--- config.mk ---
export PLATFORM = sky130hd
export DESIGN_NAME = pulse_voice_bank
export DESIGN_NICKNAME = d
export VERILOG_FILES = /design/src/rtl/synth_pkg.sv /design/src/rtl/pulse_osc.sv /design/src/rtl/trem_lfo.sv /design/src/rtl/voice_mixer.sv /design/src/rtl/pulse_voice_bank.sv
export SDC_FILE = /design/constraint.sdc
export NUM_CORES = 2
export LEC_CHECK = 0
export ABC_AREA = 1
export BUFFER_PORTS_ARGS = -buffer_cell sky130_fd_sc_hd__buf_2
export CAP_MARGIN = 5
export CORE_AREA = 3 3 369 371
export CTS_BUF_LIST = sky130_fd_sc_hd__clkbuf_8
export DETAILED_ROUTE_END_ITERATION = 12
export DIE_AREA = 0 0 372 374
export MAX_ROUTING_LAYER = met4
export SETUP_SLACK_MARGIN = 0.5
export SLEW_MARGIN = 40
export SYNTH_ARGS = -nofsm -noshare
export SYNTH_HDL_FRONTEND = slang
export SYNTH_HIERARCHICAL = 1
export SYNTH_SLANG_ARGS = --single-unit
--- constraint.sdc ---
create_clock -name clk -period 8.27 [get_ports clk]
set_clock_uncertainty 0.2 [all_clocks]
set_input_delay 0.827 -clock clk [delete_from_list [all_inputs] [get_ports clk]]
set_output_delay 0.827 -clock clk [all_outputs]
set_load 0.01 [all_outputs]
--- src/rtl/synth_pkg.sv ---
package synth_pkg;

   // Per-voice state seen by the mixer
   typedef struct packed {
      logic on;
      logic hi;
   } voice_tap_t;

   typedef enum logic [1:0] {
      MX_IDLE = 2'd0,
      MX_SUM  = 2'd1,
      MX_DONE = 2'd2
   } mix_state_t;

endpackage

--- src/rtl/pulse_osc.sv ---
module pulse_osc #(
   parameter int unsigned PERIOD_W = 16,
   parameter int unsigned CTRL_W   = 8
) (
   input  logic                  clk,
   input  logic                  rst_n,
   input  logic                  tick,
   input  logic                  load,
   input  logic                  note_on,
   input  logic [PERIOD_W-1:0]   period_in,
   input  logic [CTRL_W-1:0]     duty_in,
   output synth_pkg::voice_tap_t tap
);

   localparam int unsigned PROD_W = PERIOD_W + CTRL_W;

   logic                on_q;
   logic [PERIOD_W-1:0] per_q;
   logic [PERIOD_W-1:0] ph_q;
   logic [PERIOD_W-1:0] ht_q;

   function automatic logic [PERIOD_W-1:0] hi_len(input logic [PERIOD_W-1:0] per,
                                                   input logic [CTRL_W-1:0]   duty);
      logic [PROD_W-1:0]   prod;
      logic [PERIOD_W-1:0] h;
      prod = PROD_W'(per) * PROD_W'(duty);
      h    = prod[PROD_W-1:CTRL_W];
      if (h == '0)
         h = PERIOD_W'(1);
      else if (h >= per)
         h = per - PERIOD_W'(1);
      return h;
   endfunction

   always_ff @(posedge clk) begin
      if (!rst_n) begin
         on_q  <= 1'b0;
         per_q <= '0;
         ph_q  <= '0;
         ht_q  <= '0;
      end else if (load) begin
         if (note_on) begin
            on_q  <= 1'b1;
            per_q <= period_in;
            ph_q  <= '0;
            ht_q  <= hi_len(period_in, duty_in);
         end else begin
            on_q  <= 1'b0;
         end
      end else if (tick && on_q) begin
         if (ph_q == per_q - PERIOD_W'(1)) begin
            ph_q <= '0;
            ht_q <= hi_len(per_q, duty_in);
         end else begin
            ph_q <= ph_q + PERIOD_W'(1);
         end
      end
   end

   assign tap.on = on_q;
   assign tap.hi = on_q && (ph_q < ht_q);

endmodule

--- src/rtl/trem_lfo.sv ---
module trem_lfo #(
   parameter int unsigned CTRL_W = 8,
   parameter int unsigned LFO_W  = 16
) (
   input  logic              clk,
   input  logic              rst_n,
   input  logic              tick,
   input  logic [CTRL_W-1:0] rate_in,
   output logic [CTRL_W-1:0] gain
);

   logic [CTRL_W-1:0] rate_q;
   logic [LFO_W-1:0]  acc_q;
   logic [LFO_W:0]    sum;
   logic [CTRL_W-1:0] top;
   logic [CTRL_W-2:0] tri_v;

   assign sum = {1'b0, acc_q} + (LFO_W + 1)'(rate_q);

   always_ff @(posedge clk) begin
      if (!rst_n) begin
         rate_q <= '0;
         acc_q  <= '0;
      end else if (tick) begin
         if (rate_q == '0) begin
            rate_q <= rate_in;
         end else begin
            acc_q <= sum[LFO_W-1:0];
            if (sum[LFO_W])
               rate_q <= rate_in;
         end
      end
   end

   assign top   = acc_q[LFO_W-1 -: CTRL_W];
   assign tri_v = top[CTRL_W-1] ? ~top[CTRL_W-2:0] : top[CTRL_W-2:0];
   assign gain  = (rate_q == '0) ? '1 : {1'b1, tri_v};

endmodule

--- src/rtl/voice_mixer.sv ---
module voice_mixer #(
   parameter int unsigned NUM_VOICES = 4,
   parameter int unsigned SAMPLE_W   = 16,
   parameter int unsigned CTRL_W     = 8,
   parameter int unsigned VOICE_PEAK = 12000
) (
   input  logic                        clk,
   input  logic                        rst_n,
   input  logic                        tick,
   input  synth_pkg::voice_tap_t       taps [NUM_VOICES],
   input  logic [CTRL_W-1:0]           gain,
   output logic signed [SAMPLE_W-1:0]  mix_out,
   output logic                        mix_valid
);

   localparam int unsigned IDX_W  = (NUM_VOICES > 1) ? $clog2(NUM_VOICES) : 1;
   localparam int unsigned ACC_W  = SAMPLE_W + IDX_W + 1;
   localparam int unsigned PROD_W = SAMPLE_W + CTRL_W + 1;
   localparam logic signed [SAMPLE_W-1:0] PEAK_S = SAMPLE_W'(VOICE_PEAK);
   localparam logic signed [ACC_W-1:0]    SAT_HI = ACC_W'((2 ** (SAMPLE_W - 1)) - 1);
   localparam logic signed [ACC_W-1:0]    SAT_LO = -SAT_HI - ACC_W'(1);

   synth_pkg::mix_state_t         st_q;
   logic [IDX_W-1:0]              idx_q;
   logic signed [ACC_W-1:0]       acc_q;
   synth_pkg::voice_tap_t         sel;
   logic signed [SAMPLE_W-1:0]    raw;
   logic signed [PROD_W-1:0]      prod;
   logic signed [SAMPLE_W-1:0]    scaled;
   logic signed [SAMPLE_W-1:0]    sat_val;
   logic signed [SAMPLE_W-1:0]    out_q;
   logic                          vld_q;

   if (NUM_VOICES == 1) begin : g_single
      assign sel = taps[0];
   end else begin : g_mux
      assign sel = taps[idx_q];
   end

   assign raw    = !sel.on ? '0 : (sel.hi ? PEAK_S : -PEAK_S);
   assign prod   = PROD_W'(raw) * PROD_W'($signed({1'b0, gain}));
   assign scaled = prod[SAMPLE_W+CTRL_W-1:CTRL_W];

   always_comb begin
      if (acc_q > SAT_HI)
         sat_val = SAT_HI[SAMPLE_W-1:0];
      else if (acc_q < SAT_LO)
         sat_val = SAT_LO[SAMPLE_W-1:0];
      else
         sat_val = acc_q[SAMPLE_W-1:0];
   end

   always_ff @(posedge clk) begin
      if (!rst_n) begin
         st_q  <= synth_pkg::MX_IDLE;
         idx_q <= '0;
         acc_q <= '0;
         out_q <= '0;
         vld_q <= 1'b0;
      end else begin
         vld_q <= 1'b0;
         if (tick) begin
            st_q  <= synth_pkg::MX_SUM;
            idx_q <= '0;
            acc_q <= '0;
         end else begin
            case (st_q)
               synth_pkg::MX_SUM: begin
                  acc_q <= acc_q + ACC_W'(scaled);
                  if (idx_q == IDX_W'(NUM_VOICES - 1))
                     st_q <= synth_pkg::MX_DONE;
                  else
                     idx_q <= idx_q + IDX_W'(1);
               end
               synth_pkg::MX_DONE: begin
                  out_q <= sat_val;
                  vld_q <= 1'b1;
                  st_q  <= synth_pkg::MX_IDLE;
               end
               default: st_q <= synth_pkg::MX_IDLE;
            endcase
         end
      end
   end

   assign mix_out   = out_q;
   assign mix_valid = vld_q;

endmodule

--- src/rtl/pulse_voice_bank.sv ---
module pulse_voice_bank #(
   parameter int unsigned NUM_VOICES = 4,
   parameter int unsigned PERIOD_W   = 16,
   parameter int unsigned SAMPLE_W   = 16,
   parameter int unsigned CTRL_W     = 8,
   parameter int unsigned LFO_W      = 16,
   parameter int unsigned VOICE_PEAK = 12000,
   localparam int unsigned VIDX_W    = (NUM_VOICES > 1) ? $clog2(NUM_VOICES) : 1
) (
   input  logic                       clk,
   input  logic                       rst_n,
   input  logic                       sample_tick,
   input  logic                       cmd_valid,
   input  logic [VIDX_W-1:0]          cmd_voice,
   input  logic                       cmd_note_on,
   input  logic [PERIOD_W-1:0]        cmd_period,
   input  logic [CTRL_W-1:0]          duty_ctrl,
   input  logic [CTRL_W-1:0]          trem_ctrl,
   output logic signed [SAMPLE_W-1:0] mix_out,
   output logic                       mix_valid
);

   if (NUM_VOICES < 1) begin : g_bad_voices
      $error("pulse_voice_bank: NUM_VOICES must be at least 1");
   end
   if (CTRL_W < 2 || LFO_W < CTRL_W) begin : g_bad_ctrl
      $error("pulse_voice_bank: need CTRL_W >= 2 and LFO_W >= CTRL_W");
   end
   if (VOICE_PEAK >= (2 ** (SAMPLE_W - 1))) begin : g_bad_peak
      $error("pulse_voice_bank: VOICE_PEAK exceeds the sample range");
   end

   synth_pkg::voice_tap_t taps [NUM_VOICES];
   logic [CTRL_W-1:0]     gain;

   for (genvar v = 0; v < NUM_VOICES; v++) begin : g_voice
      pulse_osc #(
         .PERIOD_W (PERIOD_W),
         .CTRL_W   (CTRL_W)
      ) osc_i (
         .clk       (clk),
         .rst_n     (rst_n),
         .tick      (sample_tick),
         .load      (cmd_valid && (cmd_voice == VIDX_W'(v))),
         .note_on   (cmd_note_on),
         .period_in (cmd_period),
         .duty_in   (duty_ctrl),
         .tap       (taps[v])
      );
   end

   trem_lfo #(
      .CTRL_W (CTRL_W),
      .LFO_W  (LFO_W)
   ) lfo_i (
      .clk     (clk),
      .rst_n   (rst_n),
      .tick    (sample_tick),
      .rate_in (trem_ctrl),
      .gain    (gain)
   );

   voice_mixer #(
      .NUM_VOICES (NUM_VOICES),
      .SAMPLE_W   (SAMPLE_W),
      .CTRL_W     (CTRL_W),
      .VOICE_PEAK (VOICE_PEAK)
   ) mix_i (
      .clk       (clk),
      .rst_n     (rst_n),
      .tick      (sample_tick),
      .taps      (taps),
      .gain      (gain),
      .mix_out   (mix_out),
      .mix_valid (mix_valid)
   );

endmodule

==> metrics.txt <==
status=finished clean; post-synthesis sequential area ratio=0.08322; RSZ-0062 raised after global routing=no; Hold Violations, Final=0; cell taking the most area after synthesis=fa_1; Yosys reg bits=260; CP bufs+invs=10; Crit. Startpoint=duty_ctrl[6]; Synth Cell Area=0.06254 mm²; Clock power frac=0.110; min Tclk post-route=7308 ps; cell depth of the worst setup path=35; R2R depth=38; clk_lat worst skew=680 ps; vias in the first global route=57,654; root buf cell=clkbuf_8; Worst setup EP type=flip-flop; post-synth top area share=0.2285; Max stage delay cell, worst path=buf_4; P&R area growth vs syn=5.559%; Post-Syn Nets=11,082; register-to-register setup slack=970 ps; Synth Area in XOR/XNOR=0.02909; P_sw=0.007386 W; setup_tns=0 ps; startpoint types=input port; initial antenna violation count=6; Post-CTS Hold Buffers=0; CP Data Arrival Time=7720 ps; Post-synth EDFFs=0; Synth Instances=9,729; area of the multi-input gates=0.04650 mm²; Int Pwr=0.005600 W; reg2reg start=g_voice[0].osc_i/ph_q[1]$_SDFFE_PN0P_; vias=58,200; Yosys cell types=65; drt wl/cell=16.24 µm; Sequential Power Share=0.107; CP max FO=40; Synth top cells by count=2,661 x nand2_1, 2,502 x inv_1, 714 x fa_1, 600 x ha_1, 589 x nor2_1; period utilization=0.8837; cell mode on critical path=nand2_1; mux cell area share after synthesis=0; Num CTS Buffers=54; Worst path max stage delay=510 ps; count leader, synth=nand2_1; clock sinks=260; ys flop type=dfxtp_1; global placement routability congestion=0.9448; Overflow after GRT=0; largest family of logic cells by synthesized area=adder cells; hold crit path type=flip-flop to flip-flop; Compound-Gate Fraction of Synth Area=0.08502; global-route usage over all layers=0.2749; asr flop ratio synth=0; Synth area leaders=fa_1 23%, nand2_1 16%, inv_1 15%; core box area=0.1333 mm²; critical setup path kind=input port to flip-flop; Std-Cell Rows=134; Pleak=40.62 nW; TritonRoute pass-1 iters=8; DP HPWL=147,200 µm; Port Buf Inserts=55; first-pass GRT wire length=303,500 µm; YS warnings=6; Routed Antenna Nets=0; share of layout cells above drive strength 1=0.05139; area of the die=0.1391 mm²; PwrDens=196.7 mW/mm²; Die X=372 µm; # IOs=56; final slew viol count=0; CP endpoint=g_voice[3].osc_i/ht_q[3]$_SDFFE_PN0P_; Net Sw Frac=0.5688; Peak VDD IR=0.0001330 V; Syn Area/Cell=6.429 µm²; # setup viols final=0; Avg Vias per Cell=5.085; fillers=13,867; clk slew on worst S/H paths=50 ps; final hold slack=258.8 ps; Largest delay share family, worst path=adder cells; Final Util=0.4953; reg2reg end=mix_i/acc_q[18]$_SDFFE_PP0P_; overall routed net length=185,900 µm; Post-route DRC=0; NumNets Final=10,987; CTS tree=yes; worst-case clock buffer depth=3; H-Tree Depth=2; Slew headroom=0.4118; Fmax achieved=0.1368 GHz; critical path required time=8680 ps; register area=0.005210 mm²; Die H=374 µm; Synth Area in Adders=0.3486; pin slew with the least headroom to its limit=882.3 ps; simple-gate portion of the synthesized area=0.2769; max cap viols=0; DR iter-0 viols=4,214; effective utilization at floorplan=0.4692; largest net degree at the start of global routing=63; Logic pwr share=0.783
[worst min-delay path: stages (launching register included)]
cell,delay [ps]
dfxtp_1,300
nand2_1,60
a21oi_1,50
[state kept, by name, indices dropped and copies added, names as in the netlist, 2 cells and up]
register	cells
g_voice.osc_i/ht_q	64
g_voice.osc_i/on_q	4
g_voice.osc_i/per_q	64
g_voice.osc_i/ph_q	64
lfo_i/acc_q	16
lfo_i/rate_q	8
mix_i/acc_q	19
mix_i/idx_q	2
mix_i/mix_out	16
mix_i/st_q	2
[worst min-delay path by stage]
stage | startpoint | slack [ps] | cells past startpoint | end
final | mix_i/mix_out[5]$_SDFFE_PN0P_ | 260 | 2 | mix_i/mix_out[5]$_SDFFE_PN0P_
after global routing | trem_ctrl[1] | 280 | 5 | lfo_i/rate_q[1]$_SDFFE_PN0P_
after CTS | trem_ctrl[3] | 230 | 5 | lfo_i/rate_q[3]$_SDFFE_PN0P_
after detailed placement | mix_i/mix_out[5]$_SDFFE_PN0P_ | 250 | 2 | mix_i/mix_out[5]$_SDFFE_PN0P_
after global placement | mix_i/mix_out[14]$_SDFFE_PN0P_ | 250 | 2 | mix_i/mix_out[14]$_SDFFE_PN0P_
after floorplan | g_voice[0].osc_i/on_q$_SDFFE_PN0P_ | 270 | 2 | g_voice[0].osc_i/on_q$_SDFFE_PN0P_
[cell usage in the layout, fill, tap and decap left out, types with 6 or more instances in the layout]
master and n:
and2_1 12, o21bai_1 12, nand2_1 2659, nor2_4 18
dfxtp_1 256, a211oi_1 16, o21ai_0 291, buf_12 15
a21oi_2 34, buf_4 131, xor2_1 147, a21oi_1 553
inv_2 16, o211ai_1 16, inv_1 2507, ha_1 592
nand3b_1 77, clkinv_2 11, nand3_1 461, xnor3_1 6
nor4_1 11, clkbuf_8 71, or2_2 12, xnor2_1 35
fa_1 712, nor2_1 580, a21o_1 10, nand4_1 104
o21a_1 13, buf_2 41, nand2_2 31, nand2_4 9
nor3_2 12, a31oi_1 12, o21ai_1 12, nand3_2 19
nor2_2 27, nor3_1 52
[stage by stage]
| step | power, W | cell area (µm²) | setup WS [ps] | cells |
|---|---|---|---|---|
| floorplan | 0.008757 | 62550 | 1435 | 9729 |
| global placement | 0.01126 | 64600 | 417.6 | 11340 |
| detailed placement | 0.01139 | 64610 | 354.5 | 11340 |
| CTS | 0.01290 | 65730 | 537.5 | 11434 |
| global route | 0.01463 | 66020 | 454.2 | 11445 |
| finish | 0.01299 | 66020 | 961.8 | 11445 |
[repair_timing]
item / 4_1_cts / 5_1_grt
setup buffers: 0 / 6
endpoints found under the setup margin: 1 / 10
pin swaps: 0 / 14
resized for setup: 3 / 56
[metal layers]
metal / vias to the layer above / routed length, µm / track usage
met4: 0 / 2902 / 0.04784
met1: 27723 / 89420 / 0.3908
li1: 28842 / - / -
met5: - / 0 / -
met2: 1454 / 83680 / 0.4324
met3: 181 / 9846 / 0.02217
[layout make-up]
cell class	instances	share of cell area
Antenna cell	5	0.0001895
Inverter	2521	0.1434
Sequential cell	260	0.07891
Multi-Input combinational cell	6608	0.7043
Clock inverter	23	0.002009
Timing Repair Buffer	189	0.02289
Clock buffer	71	0.01480
Tap cell	1768	0.03351
[power groups by stage]
stage / logic [W] / clock network [W] / registers, W
2_1_floorplan: 0.00740 / 0 / 0.00136
3_3_place_gp: 0.00985 / 0 / 0.00142
3_5_place_dp: 0.00997 / 0 / 0.00142
4_1_cts: 0.0100 / 0.00148 / 0.00139
5_1_grt: 0.0117 / 0.00152 / 0.00140
6_report: 0.0102 / 0.00143 / 0.00139
[cell families (layout without fill, tap and decap cells)]
| kind of cell | Yosys count | after routing |
|---|---|---|
| adders and majority gates | 1314 | 1314 |
| AOI/OAI and AO/OA | 992 | 992 |
| other | 1 | 6 |
| DFF | 260 | 260 |
| buffers and inverters | 2861 | 2804 |
| and+or+nand+nor | 4107 | 4107 |
| xor gates and xnor gates | 194 | 194 |
Power figures use the tool's default switching activity.
